[src/rtl/link_tx_pkg.sv]
package link_tx_pkg;
  typedef enum logic [1:0] {
    SPLIT_8_4  = 2'b00,
    SPLIT_9_3  = 2'b01,
    SPLIT_10_2 = 2'b10,
    SPLIT_ALT  = 2'b11
  } split_e;

  localparam logic [1:0] KIND_DATA = 2'b01;
  localparam logic [1:0] KIND_CMD  = 2'b10;
  localparam logic [1:0] KIND_IDLE = 2'b11;
endpackage

[src/rtl/link_tx_accept.sv]
module link_tx_accept
  import link_tx_pkg::*;
#(
  parameter int unsigned DATA_W = 10,
  parameter int unsigned CMD_W  = 2,
  localparam int unsigned SYM_W = DATA_W + 2,
  localparam int unsigned CF_W  = CMD_W + 2
) (
  input  logic              clk_i,
  input  logic              rst_ni,
  input  logic [1:0]        mode_i,
  input  logic              strb_i,
  input  logic [DATA_W-1:0] data_i,
  input  logic [CMD_W-1:0]  cmd_i,
  input  logic              load_i,
  output logic              ack_o,
  output logic              full_o,
  output logic [SYM_W-1:0]  word_o
);
  logic              strb_q, pend_q, full_q, ack_q;
  logic [SYM_W-1:0]  word_q;
  logic [DATA_W-1:0] data_w;
  logic [CF_W-1:0]   cmd_w;
  logic [SYM_W-1:0]  sym_w;
  logic              rise, free, take;

  // shared upper pins switch role with the split
  always_comb begin
    unique case (split_e'(mode_i))
      SPLIT_8_4: begin
        data_w = {2'b00, data_i[DATA_W-3:0]};
        cmd_w  = {data_i[DATA_W-2], data_i[DATA_W-1], cmd_i};
      end
      SPLIT_9_3: begin
        data_w = {1'b0, data_i[DATA_W-2:0]};
        cmd_w  = {1'b0, data_i[DATA_W-1], cmd_i};
      end
      default: begin
        data_w = data_i;
        cmd_w  = {2'b00, cmd_i};
      end
    endcase
    sym_w = (|cmd_w) ? {KIND_CMD, {(DATA_W-CF_W){1'b0}}, cmd_w}
                     : {KIND_DATA, data_w};
  end

  assign rise = strb_i & ~strb_q;
  assign free = ~full_q | load_i;
  assign take = (rise | pend_q) & strb_i & free;

  always_ff @(posedge clk_i or negedge rst_ni) begin
    if (!rst_ni) begin
      strb_q <= 1'b0;
      pend_q <= 1'b0;
      full_q <= 1'b0;
      ack_q  <= 1'b0;
      word_q <= '0;
    end else begin
      strb_q <= strb_i;
      pend_q <= strb_i & ~take & (rise | pend_q);
      full_q <= take | (full_q & ~load_i);
      ack_q  <= strb_i & (ack_q | take);
      if (take) word_q <= sym_w;
    end
  end

  assign ack_o  = ack_q;
  assign full_o = full_q;
  assign word_o = word_q;
endmodule

[src/rtl/link_tx_shift.sv]
module link_tx_shift #(
  parameter int unsigned SYM_W = 12,
  parameter logic [SYM_W-1:0] IDLE_SYM = '0,
  localparam int unsigned CNT_W = $clog2(SYM_W)
) (
  input  logic             clk_i,
  input  logic             rst_ni,
  input  logic             full_i,
  input  logic [SYM_W-1:0] word_i,
  output logic             load_o,
  output logic             bit_o
);
  logic [CNT_W-1:0] cnt_q;
  logic [SYM_W-1:0] sreg_q;

  assign load_o = (cnt_q == CNT_W'(SYM_W-1));

  always_ff @(posedge clk_i or negedge rst_ni) begin
    if (!rst_ni) begin
      cnt_q  <= CNT_W'(SYM_W-1);
      sreg_q <= '0;
    end else if (load_o) begin
      cnt_q  <= '0;
      sreg_q <= full_i ? word_i : IDLE_SYM;
    end else begin
      cnt_q  <= cnt_q + 1'b1;
      sreg_q <= {sreg_q[SYM_W-2:0], 1'b0};
    end
  end

  assign bit_o = sreg_q[SYM_W-1];
endmodule

[src/rtl/link_tx_line.sv]
module link_tx_line (
  input  logic clk_i,
  input  logic rst_ni,
  input  logic nrz_i,
  input  logic bit_i,
  output logic line_o
);
  logic line_q;

  always_ff @(posedge clk_i or negedge rst_ni) begin
    if (!rst_ni)    line_q <= 1'b0;
    else if (nrz_i) line_q <= bit_i;
    else            line_q <= line_q ^ bit_i;
  end

  assign line_o = line_q;
endmodule

[src/rtl/link_tx.sv]
module link_tx
  import link_tx_pkg::*;
#(
  parameter int unsigned DATA_W = 10,
  parameter int unsigned CMD_W  = 2,
  parameter logic [DATA_W+1:0] IDLE_SYM = {KIND_IDLE, {DATA_W{1'b0}}}
) (
  input  logic              clk_i,
  input  logic              rst_ni,
  input  logic [1:0]        mode_i,
  input  logic              test_i,
  input  logic              strb_i,
  input  logic [DATA_W-1:0] data_i,
  input  logic [CMD_W-1:0]  cmd_i,
  output logic              ack_o,
  output logic              ser_o
);
  localparam int unsigned SYM_W = DATA_W + 2;

  logic             full_w, load_w, bit_w;
  logic [SYM_W-1:0] word_w;

  link_tx_accept #(.DATA_W(DATA_W), .CMD_W(CMD_W)) i_accept (
    .clk_i, .rst_ni, .mode_i, .strb_i, .data_i, .cmd_i,
    .load_i(load_w), .ack_o, .full_o(full_w), .word_o(word_w)
  );

  link_tx_shift #(.SYM_W(SYM_W), .IDLE_SYM(IDLE_SYM)) i_shift (
    .clk_i, .rst_ni, .full_i(full_w), .word_i(word_w),
    .load_o(load_w), .bit_o(bit_w)
  );

  link_tx_line i_line (
    .clk_i, .rst_ni, .nrz_i(test_i), .bit_i(bit_w), .line_o(ser_o)
  );
endmodule

[config.mk]
export PLATFORM = sky130hd
export DESIGN_NAME = link_tx
export DESIGN_NICKNAME = d
export VERILOG_FILES = /design/src/rtl/link_tx_pkg.sv /design/src/rtl/link_tx_accept.sv /design/src/rtl/link_tx_shift.sv /design/src/rtl/link_tx_line.sv /design/src/rtl/link_tx.sv
export SDC_FILE = /design/constraint.sdc
export NUM_CORES = 1
export LEC_CHECK = 0
export BUFFER_PORTS_ARGS = -buffer_cell sky130_fd_sc_hd__buf_2
export CELL_PAD_IN_SITES_DETAIL_PLACEMENT = 1
export CELL_PAD_IN_SITES_GLOBAL_PLACEMENT = 2
export CORE_ASPECT_RATIO = 0.5
export CORE_MARGIN = 2
export CORE_UTILIZATION = 36
export DETAILED_ROUTE_END_ITERATION = 7
export PLACE_DENSITY_LB_ADDON = 0.1
export SYNTH_ARGS = -nofsm -noshare
export SYNTH_HDL_FRONTEND = slang
export SYNTH_HIERARCHICAL = 1
export SYNTH_SLANG_ARGS = --single-unit
[constraint.sdc]
create_clock -name clk_i -period 2.3 [get_ports clk_i]
set_input_delay 0.46 -clock clk_i [delete_from_list [all_inputs] [get_ports clk_i]]
set_output_delay 0.46 -clock clk_i [all_outputs]
set_load 0.05 [all_outputs]
==> impl_metrics.py <==
metrics = {
    "outcome": {
        "status": "completed",
    },
    "drt": {
        "drt_wl_total_um": 2700,
        "dr.first_iter.drc_count": 24,
        "dr.pass1.iters": 3,
        "via_per_inst": 4.56,
        "final_antenna_net_count": 0,
        "num_vias": 943,
        "route.detailed.drc": 0,
        "routedWlPerCell_um": 13.0,
    },
    "worst_setup_path": {
        "crit_type": "flip-flop to flip-flop",
        "critPathLaunchType": "flip-flop",
        "crit_path_end_kind": "flip-flop",
        "arrival_ns": 2.20,
        "path_max_fanout": 14,
        "worstPathRequired_ns": 2.47,
    },
    "sta": {
        "post-route-period-util": 0.884,
        "tightest_slew_ns": 0.711,
        "maxSlewHeadroom": 0.526,
        "finalHoldViolCount": 0,
        "fin_worst_skew_ns": 0.00307,
        "slew_violations": 0,
        "fin_ws_ns": 0.266,
        "hold_slack_ns": 0.228,
        "post-route-min-period_ns": 2.03,
        "rsz0062_at_grt": "false",
        "fin_tns_setup_ns": 0,
        "setup_violations": 0,
        "fmax_ghz": 0.492,
    },
    "final_layout": {
        "final_area_um2": 1640,
        "fin_nets": 171,
        "layout_commonest_cell": "dfrtp_1",
        "diodes": 0,
        "layout_common_cells": "30 x dfrtp_1, 24 x nand2_1, 19 x buf_2",
        "final_util": 0.427,
        "area_delta_synth_final_pct": 15.2,
        "final_cells": 207,
        "drive_gt1_frac": 0.288,
    },
    "grt": {
        "grt_max_degree": 34,
        "antenna_found_initial": 0,
        "track_usage": 0.148,
        "grt_remaining_overflow": 0,
        "grt_pass1_vias": 1004,
        "grt_pass1_wl_um": 4860,
    },
    "power_and_ir_drop": {
        "clkPwrFrac": 0.324,
        "power.combinational.fraction": 0.138,
        "switching_power_mw": 0.342,
        "vdd_drop_max_uv": 248,
        "intPower_mw": 0.929,
        "switching_share": 0.269,
        "power_density_nw_per_um2": 775,
        "fin_total_pwr_mw": 1.27,
        "power_frac_seq": 0.539,
        "leakagePower_nw": 0.844,
    },
    "floorplan": {
        "coreArea_um2": 3840,
        "dieArea_um2": 4500,
        "die_height_um": 48.5,
        "fp.dieW_um": 92.9,
        "start_util": 0.370,
        "ios": 20,
        "rows": 16,
    },
    "flow_run": {
        "cap_violations": 0,
    },
    "logic_synthesis": {
        "synth_edf_count": 0,
        "synthCells": 127,
        "synth-seq-cells": 33,
        "synth_nets": 146,
        "ys.flop_type": "dfrtp_1",
        "synth_area_leaders": "dfrtp_1 53%, nand2_1 6.3%, dfstp_2 5.5%",
        "yosysTopAreaCell": "dfrtp_1",
        "yosysUniqueCellTypes": 33,
        "synthArstFlopShare": 1.00,
        "synth_top_area_frac": 0.527,
        "seq_area_frac_synth": 0.583,
        "syn_area_um2": 1420,
        "syn_avg_cell_area_um2": 11.2,
        "ys_warn_count": 6,
    },
    "placement": {
        "place_congestion": 0.698,
        "dpl_cell_area_um2": 1560,
        "dp_slack_ns": 0.247,
        "portBuffers": 19,
        "dpl.hpwl_um": 2000,
        "placed_cells": 199,
    },
    "clock_network": {
        "htreeDepth": 2,
        "cts_tree": "built",
        "numClockSinks": 33,
        "cts-root-buf": "clkbuf_8",
        "ctsHoldBuffers": 0,
        "clk_path_buf_depth": 2,
        "cts_setup_buffers": 0,
        "clock_latency_ns": 0.28,
        "numCtsBuffers": 5,
        "cts-resized-gates": 0,
        "clk_pin_slew_ns": 0.06,
    },
    "hold_path": {
        "hold_path.class": "primary input to async pin",
    },
}
==> Yosys cell counts (all sizes together), types with 3 or more instances <==
cell    count
nor2        5
dfstp       3
nand3      12
nor2b       3
inv        10
dfrtp      30
a22o        4
a21oi       5
o21ai       6
buf         3
nand2b      3
nand2      24
==> cell families after synthesis <==
logic type               Yosys count  share of synthesized area
AO/OA/AOI/OAI                     24                      0.111
adder cells (fa/ha/maj)            1                    0.00879
flip-flops                        33                      0.583
buffers and inverters             14                     0.0624
AND/OR/NAND/NOR                   54                      0.224
XOR/XNOR                           1                     0.0114
==> path summary, 6_finish.rpt <==
| check | start | to | slack, ns | cells past startpoint |
|---|---|---|---|---|
| worst max-delay path | i_shift/cnt_q[0] | i_accept/word_o[6] | 0.27 | 7 |
| worst min-delay path | rst_ni | i_shift/sreg_q[5] | 0.23 | 1 |
| worst max register to register | i_shift/cnt_q[0] | i_accept/word_o[6] | 0.27 | 7 |
| worst min register to register | i_shift/sreg_q[8] | i_shift/sreg_q[9] | 0.44 | 2 |
| max in group asynchronous | rst_ni | i_shift/sreg_q[9] | 1.62 | 1 |
| min in group clk_i | strb_i | i_accept/strb_q | 0.32 | 1 |
==> layer usage <==
metal | share of wire | vias up | GRT usage
li1 | - | 478 | -
met1 | 0.52 | 441 | 0.202
met2 | 0.42 | 20 | 0.200
met3 | 0.046 | 4 | 0.0701
met4 | 0.020 | 0 | 0.0662
met5 | 0 | - | 0
==> registers in the layout (all words and copies together) (netlist names) <==
register and count:
i_shift/cnt_q 4, i_shift/sreg_q 12, i_accept/pend_q 1, i_accept/word_o 12
i_accept/ack_o 1, i_accept/strb_q 1, i_accept/full_o 1, i_line/line_o 1
==> worst max-delay path: stages (launching register included) <==
cell      delay [ns]
dfstp_2         0.54
ha_1            0.23
nand3b_4        0.17
inv_4           0.08
nand2b_1        0.14
o211ai_1        0.23
buf_4           0.26
a22o_1          0.25
==> layout make-up <==
cell class              instances  area (um2)
flip-flops and latches         33         830
multi-input cells              80         505
repair buffers                 22         118
well taps                      54        67.6
inverters                      10        40.0
fillers                       459        2200
clock buffers                   8        80.1
==> power by group through the flow <==
stage,clock network (mW),logic (mW),registers [mW]
2_1_floorplan,0,0.0888,0.720
3_3_place_gp,0,0.175,0.695
6_report,0.411,0.175,0.685
5_1_grt,0.462,0.197,0.692
4_1_cts,0.441,0.179,0.686
3_5_place_dp,0,0.179,0.696
(Power assumes the default switching activity.)
